### src/rtl/sysctl_pkg.sv
package sysctl_pkg;

   localparam int WORD_W = 32;
   localparam int ASID_W = 8;

   typedef enum logic [4:0] {
      RID_NONE, RID_INDEX, RID_ELO0, RID_ELO1, RID_CTX, RID_PMASK, RID_WIRED,
      RID_COUNT, RID_EHI, RID_CMP, RID_STATUS, RID_CAUSE, RID_EPC, RID_CFG0,
      RID_CFG1, RID_LLA, RID_WLO, RID_WHI, RID_DBG, RID_DEPC, RID_TAG,
      RID_DATA, RID_EEPC, RID_DSAVE
   } reg_id_e;

   localparam logic [WORD_W-1:0] M_IDX_KEEP = 32'h8000_0000;
   localparam logic [WORD_W-1:0] M_IDX_TAKE = 32'h0000_000F;
   localparam logic [WORD_W-1:0] M_ELO      = 32'h3FFF_FFFF;
   localparam logic [WORD_W-1:0] M_PMASK    = 32'h01FF_E000;
   localparam logic [WORD_W-1:0] M_WIRED    = 32'h0000_000F;
   localparam logic [WORD_W-1:0] M_CTX_KEEP = 32'hFF00_0000;
   localparam logic [WORD_W-1:0] M_CTX_TAKE = 32'h00FF_FFF0;
   localparam logic [WORD_W-1:0] M_EHI      = 32'hFFFF_F0FF;
   localparam logic [WORD_W-1:0] M_STATUS   = 32'hFA78_FF01;
   localparam logic [WORD_W-1:0] M_CA_KEEP  = 32'hB000_F87C;
   localparam logic [WORD_W-1:0] M_CA_TAKE  = 32'h00C0_0300;
   localparam logic [WORD_W-1:0] M_WHI      = 32'h40FF_0FF8;
   localparam logic [WORD_W-1:0] M_TAG      = 32'hFFFF_FCF6;
   localparam logic [WORD_W-1:0] M_DB_KEEP  = 32'h8C03_FC1F;
   localparam logic [WORD_W-1:0] M_DB_TAKE  = 32'h1330_0120;
   localparam logic [WORD_W-1:0] M_IRQ      = 32'h0000_FF00;

   localparam int B_IE   = 0;
   localparam int B_EXL  = 1;
   localparam int B_ERL  = 2;
   localparam int B_UM   = 4;
   localparam int B_DM   = 30;
   localparam int B_TIMR = 15;
   localparam int B_SW0  = 8;
   localparam int LLA_SH = 4;

   localparam int N_PLAIN = 7;

   function automatic logic [WORD_W-1:0] merge_bits(
      input logic [WORD_W-1:0] old_v,
      input logic [WORD_W-1:0] new_v,
      input logic [WORD_W-1:0] keep_m,
      input logic [WORD_W-1:0] take_m);
      return (old_v & keep_m) | (new_v & take_m);
   endfunction

   function automatic reg_id_e plain_id(input int slot);
      case (slot)
         0:       return RID_EPC;
         1:       return RID_LLA;
         2:       return RID_WLO;
         3:       return RID_DEPC;
         4:       return RID_DATA;
         5:       return RID_EEPC;
         default: return RID_DSAVE;
      endcase
   endfunction

endpackage

### src/rtl/sysctl_decode.sv
module sysctl_decode
   import sysctl_pkg::*;
#(
   parameter int NUM_W = 5,
   parameter int SEL_W = 3
) (
   input  logic [NUM_W-1:0] num,
   input  logic [SEL_W-1:0] sel,
   output reg_id_e          rid,
   output logic             bad
);

   generate
      if (NUM_W != 5 || SEL_W != 3) begin : g_bad_cfg
         $error("sysctl_decode: register number must be 5 bits and select 3 bits");
      end
   endgenerate

   logic multi_sel_ok;
   assign multi_sel_ok = (num == 5'd16) || (num == 5'd28);

   always_comb begin
      bad = (sel != '0) && !multi_sel_ok;
      rid = RID_NONE;
      if (!bad) begin
         case (num)
            5'd0:  rid = RID_INDEX;
            5'd2:  rid = RID_ELO0;
            5'd3:  rid = RID_ELO1;
            5'd4:  rid = RID_CTX;
            5'd5:  rid = RID_PMASK;
            5'd6:  rid = RID_WIRED;
            5'd9:  rid = RID_COUNT;
            5'd10: rid = RID_EHI;
            5'd11: rid = RID_CMP;
            5'd12: rid = RID_STATUS;
            5'd13: rid = RID_CAUSE;
            5'd14: rid = RID_EPC;
            5'd16: rid = (sel == 3'd0) ? RID_CFG0 : (sel == 3'd1) ? RID_CFG1 : RID_NONE;
            5'd17: rid = RID_LLA;
            5'd18: rid = RID_WLO;
            5'd19: rid = RID_WHI;
            5'd23: rid = RID_DBG;
            5'd24: rid = RID_DEPC;
            5'd28: rid = (sel == 3'd0) ? RID_TAG : (sel == 3'd1) ? RID_DATA : RID_NONE;
            5'd30: rid = RID_EEPC;
            5'd31: rid = RID_DSAVE;
            default: rid = RID_NONE;
         endcase
      end
   end

endmodule

### src/rtl/sysctl_timer.sv
module sysctl_timer #(
   parameter int             DW       = 32,
   parameter bit             TIMER_EN = 1'b1,
   parameter logic [DW-1:0]  CMP_RST  = '1
) (
   input  logic          clk,
   input  logic          rst_n,
   input  logic          we_count,
   input  logic          we_cmp,
   input  logic [DW-1:0] wdata,
   output logic [DW-1:0] count,
   output logic [DW-1:0] compare,
   output logic          timer_irq
);

   generate
      if (DW < 8) begin : g_bad_cfg
         $error("sysctl_timer: counter narrower than 8 bits");
      end

      if (TIMER_EN) begin : g_on
         always_ff @(posedge clk or negedge rst_n) begin
            if (!rst_n) begin
               count     <= '0;
               compare   <= CMP_RST;
               timer_irq <= 1'b0;
            end else begin
               count <= we_count ? wdata : count + DW'(1);
               if (we_cmp) begin
                  compare   <= wdata;
                  timer_irq <= 1'b0;
               end else if (count == compare) begin
                  timer_irq <= 1'b1;
               end
            end
         end

         assert_count_step_R11: assert property (@(posedge clk) disable iff (!rst_n)
            !we_count |=> count == $past(count) + DW'(1));

         assert_cmp_clears_R12: assert property (@(posedge clk) disable iff (!rst_n)
            we_cmp |=> !timer_irq);
      end else begin : g_off
         always_ff @(posedge clk or negedge rst_n) begin
            if (!rst_n) begin
               count   <= '0;
               compare <= CMP_RST;
            end else begin
               if (we_count) count   <= wdata;
               if (we_cmp)   compare <= wdata;
            end
         end
         assign timer_irq = 1'b0;
      end
   endgenerate

endmodule

### src/rtl/sysctl_irq.sv
module sysctl_irq #(
   parameter int             DW    = 32,
   parameter logic [DW-1:0]  IMASK = 32'h0000_FF00
) (
   input  logic          clk,
   input  logic          rst_n,
   input  logic          st_we,
   input  logic          old_ie,
   input  logic [DW-1:0] new_st,
   input  logic          blocked,
   input  logic [DW-1:0] cause_eff,
   input  logic          ca_we,
   input  logic [1:0]    old_sw,
   input  logic [1:0]    new_sw,
   output logic          raise,
   output logic          pending
);

   generate
      if (DW < 16) begin : g_bad_cfg
         $error("sysctl_irq: word too narrow for the interrupt mask");
      end
   endgenerate

   logic unmask_hit, sw_hit, ie_drop, raise_c;

   assign unmask_hit = st_we && new_st[0] && !old_ie && !blocked &&
                       ((new_st & cause_eff & IMASK) != '0);
   assign sw_hit     = ca_we && ((new_sw & ~old_sw) != 2'b00);
   assign ie_drop    = st_we && !new_st[0] && old_ie;
   assign raise_c    = unmask_hit || sw_hit;

   always_ff @(posedge clk or negedge rst_n) begin
      if (!rst_n) begin
         raise   <= 1'b0;
         pending <= 1'b0;
      end else begin
         raise <= raise_c;
         if (raise_c)      pending <= 1'b1;
         else if (ie_drop) pending <= 1'b0;
      end
   end

   assert_raise_after_write_R6: assert property (@(posedge clk) disable iff (!rst_n)
      raise |-> $past(st_we || ca_we));

   assert_pending_needs_raise_R7: assert property (@(posedge clk) disable iff (!rst_n)
      $rose(pending) |-> raise);

endmodule

### src/rtl/sysctl_regfile.sv
module sysctl_regfile
   import sysctl_pkg::*;
#(
   parameter int          DATA_W      = 32,
   parameter bit          TIMER_EN    = 1'b1,
   parameter logic [31:0] COMPARE_RST = 32'hFFFF_FFFF,
   parameter logic [31:0] CONFIG0_VAL = 32'h8000_8082,
   parameter logic [31:0] CONFIG1_VAL = 32'h1E19_0C8A
) (
   input  logic              clk,
   input  logic              rst_n,
   input  logic [4:0]        cp_reg,
   input  logic [2:0]        cp_sel,
   input  logic              cp_wr,
   input  logic [DATA_W-1:0] cp_wdata,
   output logic [DATA_W-1:0] cp_rdata,
   output logic              bad_access,
   output logic              mode_user,
   output logic              mode_exl,
   output logic              mode_erl,
   output logic              mode_debug,
   output logic              irq_raise,
   output logic              irq_pending,
   output logic              asid_flush,
   output logic              timer_irq
);

   generate
      if (DATA_W != WORD_W) begin : g_bad_cfg
         $error("sysctl_regfile: data width must match the 32-bit register masks");
      end
   endgenerate

   reg_id_e rid;
   logic    bad;

   sysctl_decode #(.NUM_W(5), .SEL_W(3)) u_dec (
      .num (cp_reg),
      .sel (cp_sel),
      .rid (rid),
      .bad (bad)
   );
   assign bad_access = bad;

   logic [DATA_W-1:0] wd;
   assign wd = cp_wdata;

   function automatic logic hit(input reg_id_e cur, input reg_id_e want, input logic wr);
      return wr && (cur == want);
   endfunction

   logic we_status, we_cause, we_ehi, we_dbg;
   assign we_status = hit(rid, RID_STATUS, cp_wr);
   assign we_cause  = hit(rid, RID_CAUSE,  cp_wr);
   assign we_ehi    = hit(rid, RID_EHI,    cp_wr);
   assign we_dbg    = hit(rid, RID_DBG,    cp_wr);

   logic [DATA_W-1:0] index_q, elo0_q, elo1_q, ctx_q, pmask_q, wired_q;
   logic [DATA_W-1:0] ehi_q, status_q, cause_q, whi_q, dbg_q, tag_q;
   logic              um_q, exl_q, erl_q, dm_q, flush_q;

   always_ff @(posedge clk or negedge rst_n) begin
      if (!rst_n) begin
         index_q  <= '0;
         elo0_q   <= '0;
         elo1_q   <= '0;
         ctx_q    <= '0;
         pmask_q  <= '0;
         wired_q  <= '0;
         ehi_q    <= '0;
         whi_q    <= '0;
         tag_q    <= '0;
         flush_q  <= 1'b0;
      end else begin
         if (hit(rid, RID_INDEX, cp_wr)) index_q <= merge_bits(index_q, wd, M_IDX_KEEP, M_IDX_TAKE);
         if (hit(rid, RID_ELO0,  cp_wr)) elo0_q  <= wd & M_ELO;
         if (hit(rid, RID_ELO1,  cp_wr)) elo1_q  <= wd & M_ELO;
         if (hit(rid, RID_CTX,   cp_wr)) ctx_q   <= merge_bits(ctx_q, wd, M_CTX_KEEP, M_CTX_TAKE);
         if (hit(rid, RID_PMASK, cp_wr)) pmask_q <= wd & M_PMASK;
         if (hit(rid, RID_WIRED, cp_wr)) wired_q <= wd & M_WIRED;
         if (hit(rid, RID_WHI,   cp_wr)) whi_q   <= wd & M_WHI;
         if (hit(rid, RID_TAG,   cp_wr)) tag_q   <= wd & M_TAG;
         if (we_ehi)                     ehi_q   <= wd & M_EHI;
         flush_q <= we_ehi && (ehi_q[ASID_W-1:0] != wd[ASID_W-1:0]);
      end
   end
   assign asid_flush = flush_q;

   always_ff @(posedge clk or negedge rst_n) begin
      if (!rst_n) begin
         status_q <= '0;
         cause_q  <= '0;
         dbg_q    <= '0;
         um_q     <= 1'b0;
         exl_q    <= 1'b0;
         erl_q    <= 1'b0;
         dm_q     <= 1'b0;
      end else begin
         if (we_status) begin
            status_q <= wd & M_STATUS;
            um_q     <= wd[B_UM];
            exl_q    <= wd[B_EXL];
            erl_q    <= wd[B_ERL];
         end
         if (we_cause) cause_q <= merge_bits(cause_q, wd, M_CA_KEEP, M_CA_TAKE);
         if (we_dbg) begin
            dbg_q <= merge_bits(dbg_q, wd, M_DB_KEEP, M_DB_TAKE);
            dm_q  <= wd[B_DM];
         end
      end
   end
   assign mode_user  = um_q;
   assign mode_exl   = exl_q;
   assign mode_erl   = erl_q;
   assign mode_debug = dm_q;

   logic [DATA_W-1:0] plain_q [N_PLAIN];
   generate
      for (genvar gi = 0; gi < N_PLAIN; gi++) begin : g_plain
         always_ff @(posedge clk or negedge rst_n) begin
            if (!rst_n)                          plain_q[gi] <= '0;
            else if (hit(rid, plain_id(gi), cp_wr)) plain_q[gi] <= wd;
         end
      end
   endgenerate

   logic [DATA_W-1:0] count_v, compare_v;

   sysctl_timer #(.DW(DATA_W), .TIMER_EN(TIMER_EN), .CMP_RST(COMPARE_RST)) u_tmr (
      .clk       (clk),
      .rst_n     (rst_n),
      .we_count  (hit(rid, RID_COUNT, cp_wr)),
      .we_cmp    (hit(rid, RID_CMP, cp_wr)),
      .wdata     (wd),
      .count     (count_v),
      .compare   (compare_v),
      .timer_irq (timer_irq)
   );

   logic [DATA_W-1:0] cause_eff, status_rd, new_status;
   assign cause_eff  = cause_q | (DATA_W'(timer_irq) << B_TIMR);
   assign status_rd  = status_q | (DATA_W'(um_q) << B_UM) | (DATA_W'(erl_q) << B_ERL) |
                       (DATA_W'(exl_q) << B_EXL);
   assign new_status = wd & M_STATUS;

   sysctl_irq #(.DW(DATA_W), .IMASK(M_IRQ)) u_irq (
      .clk       (clk),
      .rst_n     (rst_n),
      .st_we     (we_status),
      .old_ie    (status_q[B_IE]),
      .new_st    (new_status),
      .blocked   (wd[B_EXL] || wd[B_ERL] || dm_q),
      .cause_eff (cause_eff),
      .ca_we     (we_cause),
      .old_sw    (cause_q[B_SW0+1:B_SW0]),
      .new_sw    (wd[B_SW0+1:B_SW0]),
      .raise     (irq_raise),
      .pending   (irq_pending)
   );

   always_comb begin
      case (rid)
         RID_INDEX:  cp_rdata = index_q;
         RID_ELO0:   cp_rdata = elo0_q;
         RID_ELO1:   cp_rdata = elo1_q;
         RID_CTX:    cp_rdata = ctx_q;
         RID_PMASK:  cp_rdata = pmask_q;
         RID_WIRED:  cp_rdata = wired_q;
         RID_COUNT:  cp_rdata = count_v;
         RID_EHI:    cp_rdata = ehi_q;
         RID_CMP:    cp_rdata = compare_v;
         RID_STATUS: cp_rdata = status_rd;
         RID_CAUSE:  cp_rdata = cause_eff;
         RID_EPC:    cp_rdata = plain_q[0];
         RID_CFG0:   cp_rdata = CONFIG0_VAL;
         RID_CFG1:   cp_rdata = CONFIG1_VAL;
         RID_LLA:    cp_rdata = plain_q[1] >> LLA_SH;
         RID_WLO:    cp_rdata = plain_q[2];
         RID_WHI:    cp_rdata = whi_q;
         RID_DBG:    cp_rdata = dbg_q | (DATA_W'(dm_q) << B_DM);
         RID_DEPC:   cp_rdata = plain_q[3];
         RID_TAG:    cp_rdata = tag_q;
         RID_DATA:   cp_rdata = plain_q[4];
         RID_EEPC:   cp_rdata = plain_q[5];
         RID_DSAVE:  cp_rdata = plain_q[6];
         default:    cp_rdata = '0;
      endcase
   end

   assert_bad_write_ignored_R1: assert property (@(posedge clk) disable iff (!rst_n)
      (cp_wr && bad_access) |=> $stable(status_q) && $stable(cause_q) && $stable(ehi_q));

   assert_flush_after_write_R4: assert property (@(posedge clk) disable iff (!rst_n)
      asid_flush |-> $past(we_ehi));

   assert_status_um_readback_R5: assert property (@(posedge clk) disable iff (!rst_n)
      (cp_reg == 5'd12 && cp_sel == 3'd0) |-> cp_rdata[B_UM] == mode_user);

   assert_debug_dm_readback_R9: assert property (@(posedge clk) disable iff (!rst_n)
      (cp_reg == 5'd23 && cp_sel == 3'd0) |-> cp_rdata[B_DM] == mode_debug);

endmodule

### config.mk
export PLATFORM = sky130hd
export DESIGN_NAME = sysctl_regfile
export DESIGN_NICKNAME = d
export VERILOG_FILES = /design/src/rtl/sysctl_pkg.sv /design/src/rtl/sysctl_decode.sv /design/src/rtl/sysctl_timer.sv /design/src/rtl/sysctl_irq.sv /design/src/rtl/sysctl_regfile.sv
export SDC_FILE = /design/constraint.sdc
export NUM_CORES = 1
export LEC_CHECK = 0
export ABC_AREA = 1
export BUFFER_PORTS_ARGS = -buffer_cell sky130_fd_sc_hd__buf_2
export CELL_PAD_IN_SITES_DETAIL_PLACEMENT = 0
export CELL_PAD_IN_SITES_GLOBAL_PLACEMENT = 1
export CORE_ASPECT_RATIO = 1.25
export CORE_MARGIN = 2
export CORE_UTILIZATION = 42
export DETAILED_ROUTE_END_ITERATION = 10
export PLACE_DENSITY = 0.73
export SETUP_SLACK_MARGIN = 0.4
export SLEW_MARGIN = 10
export SYNTH_ARGS = -nofsm -noshare
export SYNTH_HDL_FRONTEND = slang
export SYNTH_HIERARCHICAL = 1
export SYNTH_SLANG_ARGS = --single-unit
### constraint.sdc
create_clock -name clk -period 1.95 [get_ports clk]
set_clock_uncertainty 0.2 [all_clocks]
set_input_delay 0 -clock clk [delete_from_list [all_inputs] [get_ports clk]]
set_output_delay 0 -clock clk [all_outputs]
set_load 0.03 [all_outputs]
-- Yosys cells after proc, flatten, opt, wreduce, memory -nomap -nowiden
Cells that the tools add are included.
- flip-flop bits (word level): 593
- logic and storage cells: 145
- $add $sub $neg: 1
- equal/unequal tests: 46
- muxes and demuxes: 12
- bitwise logic cells: 12
- reductions and logical operators: 45
- operators with widths (kind ; count):
    32-bit one-hot mux with 23 select lines ; 1
    5-bit one-hot mux with 21 select lines ; 1
    5-bit == test (second input constant) ; 17
    5-bit by 4-bit == test with 1-bit output (second input constant) ; 14
    32-bit by 24-bit OR with 32-bit output ; 2
    5-bit by 3-bit == test with 1-bit output (second input constant) ; 7
    32-bit by 1-bit adder with 32-bit output (second input constant) ; 1
    32-bit == test ; 1
    32-bit two-way mux ; 1
    32-bit by 16-bit OR with 32-bit output ; 1
    32-bit by 2-bit OR with 32-bit output ; 1
    32-bit by 29-bit OR with 32-bit output ; 1
    32-bit by 3-bit OR with 32-bit output ; 1
    32-bit by 31-bit OR with 32-bit output ; 1
    32-bit by 4-bit OR with 32-bit output ; 1
    32-bit by 5-bit OR with 32-bit output ; 1
    32-bit nonzero test ; 1
    1-bit logical AND ; 30
    5-bit by 2-bit == test with 1-bit output (second input constant) ; 4
    5-bit two-way mux ; 4
    16-bit bitwise AND ; 1
    8-bit != test ; 1
    2-bit nonzero test ; 3
    5-bit by 1-bit == test with 1-bit output (second input constant) ; 1
    other kinds (10) ; 19

-- Longest topological paths before layout
Gate-level depths: netlist (run 1).
- word-level depth: 13
- mapped depth: 21
- mapped depth without buffers: 18

-- Modules after synthesis
The synthesis (run 1) kept the hierarchy.
- modules (own cells, without submodules) (module ; instances ; cells each ; area an instance (um2) ; seq. area each (um2)):
    sysctl_regfile ; 1 ; 2454 ; 19399.9 ; 10735.3
    sysctl_timer ; 1 ; 454 ; 3667.3 ; 1666.6
    sysctl_decode ; 1 ; 90 ; 431.7 ; 0.0
    sysctl_irq ; 1 ; 28 ; 168.9 ; 50.0

-- Worst setup path after synthesis (run 1)
Ideal clock, no wire load.
- kind: input -> register
- start point: in cp_reg[4]
- end point: reg u_tmr.count[24]
- setup time: 117 ps
- arrival: 2121 ps
- required time: 1633 ps
- path slack: -489 ps
- stages: 13
- path buffers: 3
- path through: buf_2 -> nand2_1 -> nor2_2 -> nor3_4 -> nor2_1 -> nor2_2 -> nand2_1 -> nor2_1 -> buf_2 -> clkinv_1 -> buf_2 -> nand3_1 -> nand2_1
- word-level cells in the longest chain between the ends: 8
- RTL lines (item ; RTL line ; RTL):
    start: declaration ; sysctl_regfile.sv:12 ; input logic [4:0] cp_reg,
    5-bit == test ; sysctl_decode.sv:20 ; assign multi_sel_ok = (num == 5'd16) || (num == 5'd28);
    1-bit logical OR * ; sysctl_decode.sv:20 ;
    1-bit logical NOT * ; sysctl_decode.sv:23 ; bad = (sel != '0) && !multi_sel_ok;
    1-bit logical AND * ; sysctl_decode.sv:23 ;
    net bad_access ; sysctl_regfile.sv:17 ; output logic bad_access,
    5-bit two-way mux * ; sysctl_decode.sv:25 ; if (!bad) begin
    net rid[3] ; sysctl_regfile.sv:34 ; reg_id_e rid;
    5-bit by 3-bit == test with 1-bit output * ; sysctl_regfile.sv:49 ; return wr && (cur == want);
    1-bit logical AND * ; sysctl_regfile.sv:49 ;
    32-bit two-way mux * ; sysctl_timer.sv:28 ; count <= we_count ? wdata : count + DW'(1);
    end signal: assignment ; sysctl_timer.sv:28 ;
    end: declaration ; sysctl_timer.sv:11 ; output logic [DW-1:0] count,
Mark *: on every way through the listed nets, which the timed path passes. The rest lies on a longest branch.
A chain may end at the register's enable or synchronous reset.

-- Worst setup path in the final report (run 1)
- start point: in cp_reg[1]
- end point: out cp_rdata[29]
- word-level cells in the longest chain between the ends: 7
- RTL lines (item ; RTL line ; RTL):
    parallel branches: the longest is 4 deep, another holds 5-bit one-hot mux with 21 select lines ; -- ;
    5-bit two-way mux * ; sysctl_decode.sv:25 ;
    net rid[4] ; sysctl_regfile.sv:34 ;
    5-bit == test, or another cell as far along ; sysctl_regfile.sv:162 ; case (rid)
    32-bit one-hot mux with 23 select lines * ; sysctl_regfile.sv:162 ;
    end: declaration ; sysctl_regfile.sv:16 ; output logic [DATA_W-1:0] cp_rdata,
Mark *: on every way through the listed nets, which the timed path passes.

==> flow_summary.toml, run 1 <==
[status]
status = "finished, violations left"
violations = "hold timing, setup timing"

[global_routing]
grt_pass1_wl_um = 142000
grt_max_degree = 72
grt_pass1_vias = 22000
grt_overflow_total = 0
grt_util_all_layers_pct = 32.5
antenna_found_initial = 1

[timing]
setup_slack_ns = -0.608
tightestPinTransition_ns = 0.817
slew_violations = 0
setup_viol = 198
finalCritPeriodShare_pct = 131
timing.slew.headroom_pct = 45.5
rsz0062_at_grt = "true"
hold_violations = 28
min_period_ns = 2.56
whs_ns = -0.254
maxClockFrequency_mhz = 391
timing.setup.tns_ns = -33.71

[cells_and_area]
final_cell_mix = "nand2_1 (1105), dfrtp_1 (458), o21ai_0 (288), buf_4 (188), o21ai_1 (145)"
final_nets = 3428
final_area_um2 = 32600
fin_util_pct = 58.3
syn2layout_area_growth_pct = 37.5
nFillCells = 5053
antenna_cells = 0
drive_above_1_share_pct = 26.9
final_common_cell = "nand2_1"

[routing]
drt_iter0_markers = 2216
antenna_left = 0
via_per_inst = 5.46
totalWireLength_um = 96900
routedWlPerCell_um = 23.2
vias = 22800
dr.pass1.iters = 6
drc_errors = 0

[yosys]
synth_top_family_by_area = "simple AND/OR/NAND/NOR gates"
synth_mux_area_share_pct = 1.09
synthTopCellsByArea = "dfrtp_1 (49%), nand2_1 (20%), o21ai_0 (8.9%), dfstp_2 (3.6%), nor2_1 (2.9%)"
syn_area_per_cell_um2 = 7.82
synth_simple_gate_area_share_pct = 29.1
synth_area_um2 = 23700
synth-edff-count = 0
synth_top_area_cell = "dfrtp_1"
yosysSeqAreaShare_pct = 52.6
yosysTopAreaCellShare_pct = 49.1
synthAdderAreaFrac_pct = 0.0529
synth-xor-area-share_pct = 1.67
synth.distinct_cells = 43
syn-instance-count = 3026
synth-seq-cells = 496
yosys_warnings = 6
async_reset_ff_share_pct = 100
synth_ff_type = "dfrtp_1"
synth_compound_gate_area_share_pct = 10.1

[pwr]
pwr_density_cell_nw_per_um2 = 801
pwr-share-comb_pct = 14.0
p_sw_mw = 7.23
cell_internal_pwr_mw = 18.8
seqPwrFrac_pct = 46.7
total_power_mw = 26.1
p_sw_share_pct = 27.7
ir_drop_mv = 0.799
power_frac_clock_pct = 39.3
power_leakage_nw = 15.8

[critical_path]
reg2reg_to = "u_tmr/count[18]$_DFF_PN0_"
startpoint_type = "input pin"
cp-end-kind = "primary output"
worstPathRequired_ns = 1.75
crit_type = "input pin to primary output"
critPathMaxFanout = 8
crit_start = "cp_reg[1]"
r2r_setup_slack_ns = 0
reg2reg_from = "u_tmr/count[0]$_DFF_PN0_"
reg2regPathDepth = 9
arrival_ns = 2.36

[floorplanning]
dieArea_um2 = 58300
core_um2 = 55800
die_h_um = 269
io_pins = 84
initial_utilization_pct = 42.4
die_width_um = 216
row_count = 97

[placement]
placed_area_um2 = 27300
gp_congestion = 0.899
post-place-ws_ns = -0.835
port_buffers = 83
hpwl_um = 62700

[clock_tree]
clock_sinks = 496
clk_pin_slew_ns = 0.06
cts_made_buffers = 53
h-tree-depth = 2
cts_root_buffer = "clkbuf_16"
clk_latency_ns = 0.61
clk_path_buf_depth = 3
cts_tree = "done"
cts_hold_buf = 43

[worst_hold_path]
min_path_type = "input pin to async pin"

[run]
drv_cap = 0
[power by group through the flow]
stage	clock network, mW	logic, mW	registers (mW)
floorplan	0	1.70	12.1
global placement	0	3.04	12.2
detailed placement	0	3.12	12.2
CTS	10.4	3.50	12.1
global route	10.8	4.03	12.3
finish	10.2	3.64	12.2
[repair_timing]
action	in CTS	in global routing
cloned	20	9
setup buffers	39	27
endpoints found under the hold margin	991	28
resized for setup	377	164
setup endpoints to repair	529	530
pin swaps	95	51
[metal layers]
layer	part of all wire, %	wire length [µm]	up-vias	track usage, %
met2	47	45200	890	52.2
met5	0	0	-	0
met1	42	40700	11200	44.4
met4	4.8	4690	0	13.4
li1	-	-	10400	-
met3	6.5	6260	222	4.58
[Yosys cell counts, drive strengths merged (10+ instances only)]
master / number
xnor2: 29
nand2: 1269
nor3: 16
o21ai: 453
xor2: 16
nand3: 106
inv: 131
dfstp: 32
a21oi: 10
mux2: 23
buf: 62
dfrtp: 464
clkbuf: 112
nor2: 214
nand4: 68
[flip-flops by register name, summed over array words and instances, names as in the netlist, 4 cells and up]
| register | count |
|---|---|
| plain_q | 220 |
| u_tmr/compare | 32 |
| u_tmr/count | 32 |
| elo0_q | 30 |
| elo1_q | 30 |
| ehi_q | 28 |
| tag_q | 28 |
| ctx_q | 20 |
| status_q | 19 |
| whi_q | 18 |
| pmask_q | 12 |
| dbg_q | 7 |
| cause_q | 4 |
| index_q | 4 |
| wired_q | 4 |
[how the worst max path moves through the flow]
stage | end | slack [ns] | cells after the start
final | cp_rdata[29] | -0.61 | 20
after global routing | cp_rdata[27] | -0.67 | 20
after CTS | cp_rdata[14] | -0.55 | 21
after detailed placement | cp_rdata[7] | -0.84 | 18
after global placement | cp_rdata[12] | -0.89 | 22
after floorplan | u_irq/raise$_DFF_PN0_ | -0.29 | 16
[worst max-delay path: stages]
cell,delay [ns]
buf_8,0.11
nor2_4,0.14
buf_6,0.12
nand2_4,0.04
nor2_4,0.12
nor3_4,0.07
buf_6,0.15
nor2_4,0.14
buf_12,0.16
inv_8,0.06
nand3_4,0.10
nor2_4,0.06
buf_4,0.14
buf_12,0.14
buf_12,0.12
nand2_1,0.15
nand4_1,0.18
nor2_2,0.13
nand2_2,0.06
buf_6,0.13
[final cells by class]
type / count / area, µm² / area share [%]
Clock inverter: 12 / 149 / 0.457
Inverter: 134 / 548 / 1.68
Sequential cell: 496 / 12500 / 38.3
Timing Repair Buffer: 472 / 5420 / 16.7
Tap cell: 742 / 928 / 2.85
Clock buffer: 84 / 1580 / 4.87
Multi-Input combinational cell: 2227 / 11500 / 35.2
[per-stage QoR]
stage	cells	hold WS [ns]
6_report	4167	-0.254
5_1_grt	4167	-0.237
4_1_cts	4131	-0.267
3_5_place_dp	3933	-0.229
3_3_place_gp	3933	-0.224
2_1_floorplan	3030	-0.496
[cell families after synthesis]
group	after synthesis
DFF	496
adders and majority gates	1
xor gates and xnor gates	45
and+or+nand+nor	1679
muxes	23
AOI/OAI and AO/OA	473
other	1
buffers and inverters	308
Note: power is estimated with default switching activity, not from simulation.
==> run 2, diff against run 1 <==
--- a/config.mk
+++ b/config.mk
@@ -14,6 +14,7 @@
 export CORE_UTILIZATION = 42
 export DETAILED_ROUTE_END_ITERATION = 10
 export PLACE_DENSITY = 0.73
+export REMOVE_ABC_BUFFERS = 1
 export SETUP_SLACK_MARGIN = 0.4
 export SLEW_MARGIN = 10
 export SYNTH_ARGS = -nofsm -noshare
==> run 2 against run 1 <==
Setup slack got worse by 0.0050 ns. Final cell count is 1.4% higher. The flow still finishes with violations (hold timing, setup timing). Critical endpoint is now cp_rdata[9]. Critical path type unchanged. Critical path depth unchanged. Utilization rose by 1.6 points.
==> flow_summary.toml, run 2 (synthesized netlist as in run 1, its figures left out) <==
[timing]
timing.setup.tns_ns = -60.45
finalCritPeriodShare_pct = 131
whs_ns = -0.283
maxClockFrequency_mhz = 390
hold_violations = 23
timing.slew.headroom_pct = 53.5
rsz0062_at_grt = "true"
slew_violations = 0
tightestPinTransition_ns = 0.697
setup_viol = 349
min_period_ns = 2.56
setup_slack_ns = -0.613

[routing]
drc_errors = 0
routedWlPerCell_um = 24.7
vias = 23400
dr.pass1.iters = 6
via_per_inst = 5.54
antenna_left = 0
totalWireLength_um = 104000
drt_iter0_markers = 2655

[placement]
placed_area_um2 = 27100
port_buffers = 83
gp_congestion = 0.954
hpwl_um = 61300

[clock_tree]
clk_path_buf_depth = 3
cts_hold_buf = 43
clk_latency_ns = 0.63
h-tree-depth = 2
cts_tree = "done"
clock_sinks = 496
cts_root_buffer = "clkbuf_16"
cts_made_buffers = 53
clk_pin_slew_ns = 0.07

[pwr]
ir_drop_mv = 0.761
total_power_mw = 26.3
power_leakage_nw = 16.1
pwr_density_cell_nw_per_um2 = 787

[run]
drv_cap = 0

[critical_path]
arrival_ns = 2.36
worstPathRequired_ns = 1.75
cp-end-kind = "primary output"
crit_chain = "buf_12 -> nor2_4 -> nand2_2 -> nor2_4 -> nand2_2 -> nand3_2 -> nor2_1 -> nor2_2 -> buf_6 -> buf_4 -> nand3_2 -> buf_4 -> nor2_4 -> buf_6 -> clkbuf_16 -> nand2_1 -> nand4_1 -> nor2_1 -> nand2_2 -> buf_6"
crit_type = "input pin to primary output"
r2r_setup_slack_ns = -0.12
critPathMaxFanout = 5
critical_path.max_stage_delay_ns = 0.17
cp_slowest_cell = "buf_4"
startpoint_type = "input pin"

[floorplanning]
dieArea_um2 = 58300
die_width_um = 216
io_pins = 84
initial_utilization_pct = 42.4
row_count = 97
die_h_um = 269
core_um2 = 55800

[global_routing]
grt_max_degree = 61
antenna_found_initial = 1
grt_overflow_total = 0
grt_util_all_layers_pct = 33.3
grt_pass1_vias = 22400
grt_pass1_wl_um = 144000

[worst_hold_path]
min_path_type = "input pin to async pin"

[status]
violations = "hold timing, setup timing"
status = "finished, violations left"

[cells_and_area]
drive_above_1_share_pct = 28.3
top_regs = "plain_q x220, u_tmr/compare x32, u_tmr/count x32"
final_area_um2 = 33400
final_common_cell = "nand2_1"
largest_reg_flops = 220
largest_register = "plain_q"
antenna_cells = 0
final_nets = 3484
final_cell_mix = "nand2_1 (1092), dfrtp_1 (463), o21ai_0 (356), buf_4 (193), nand2_2 (132)"
syn2layout_area_growth_pct = 41.2
==> run 2: final timing paths <==
kind                                               start                             to  cells after the start
max in group asynchronous                          rst_n  u_tmr/compare[13]$_DFFE_PN1P_                      3
worst min-delay path                               rst_n          ehi_q[18]$_DFFE_PN0P_                      2
worst max register to register  u_tmr/count[0]$_DFF_PN0_      u_tmr/count[28]$_DFF_PN0_                     11
worst min register to register   plain_q[74]$_DFFE_PN0P_        plain_q[74]$_DFFE_PN0P_                      2
min in group clk                            cp_wdata[24]  u_tmr/compare[24]$_DFFE_PN1P_                      3
worst max-delay path                           cp_reg[0]                    cp_rdata[9]                     20
==> run 2: critical path, delay by kind of cell <==
kind          cells  cell delay (ns)
buf+inv           7             1.03
simple gates     13             1.33
==> run 2: timing repair <==
item / CTS / global route
pin swaps: 83 / 99
gates resized for setup: 344 / 303
endpoints found under the hold margin: 991 / 23
setup buffers: 60 / 45
endpoints found under the setup margin: 529 / 529
gates cloned: 15 / 27
==> run 2: power by group <==
group | leakage (nW) | switching (mW) | internal (mW)
registers | 6.62 | 0.778 | 11.3
logic | 8.57 | 2.08 | 1.40
clock network | 0.900 | 4.52 | 6.18
total | 16.1 | 7.38 | 18.9
==> run 2: stage by stage <==
| step | setup slack, ns | hold slack (ns) | cells | utilization [%] |
|---|---|---|---|---|
| 5_1_grt | -0.730 | -0.249 | 4226 | 59.9 |
| 4_1_cts | -0.576 | -0.273 | 4154 | 56.3 |
| 6_report | -0.613 | -0.283 | 4226 | 59.9 |
| 3_5_place_dp | -1.26 | -0.210 | 3937 | 48.6 |
| 3_3_place_gp | -1.24 | -0.207 | 3937 | 48.6 |
| 2_1_floorplan | -2.67 | -0.496 | 2856 | - |
==> run 2: final cells by class <==
type / count / area (µm²)
fill: 4954 / 22400
inverter: 134 / 526
multi-input combinational: 2230 / 11400
tap: 742 / 928
clock inverter: 18 / 201
clock buffer: 81 / 1630
timing repair buffer: 525 / 6290
sequential: 496 / 12500
==> run 2: routing by layer <==
layer | track usage [%] | wire length, µm | vias to the layer above
met5 | 0 | 11 | -
met4 | 14.3 | 5250 | 2
met3 | 5.19 | 8650 | 265
met2 | 54.4 | 49200 | 1129
met1 | 43.8 | 41200 | 11500
li1 | - | - | 10500
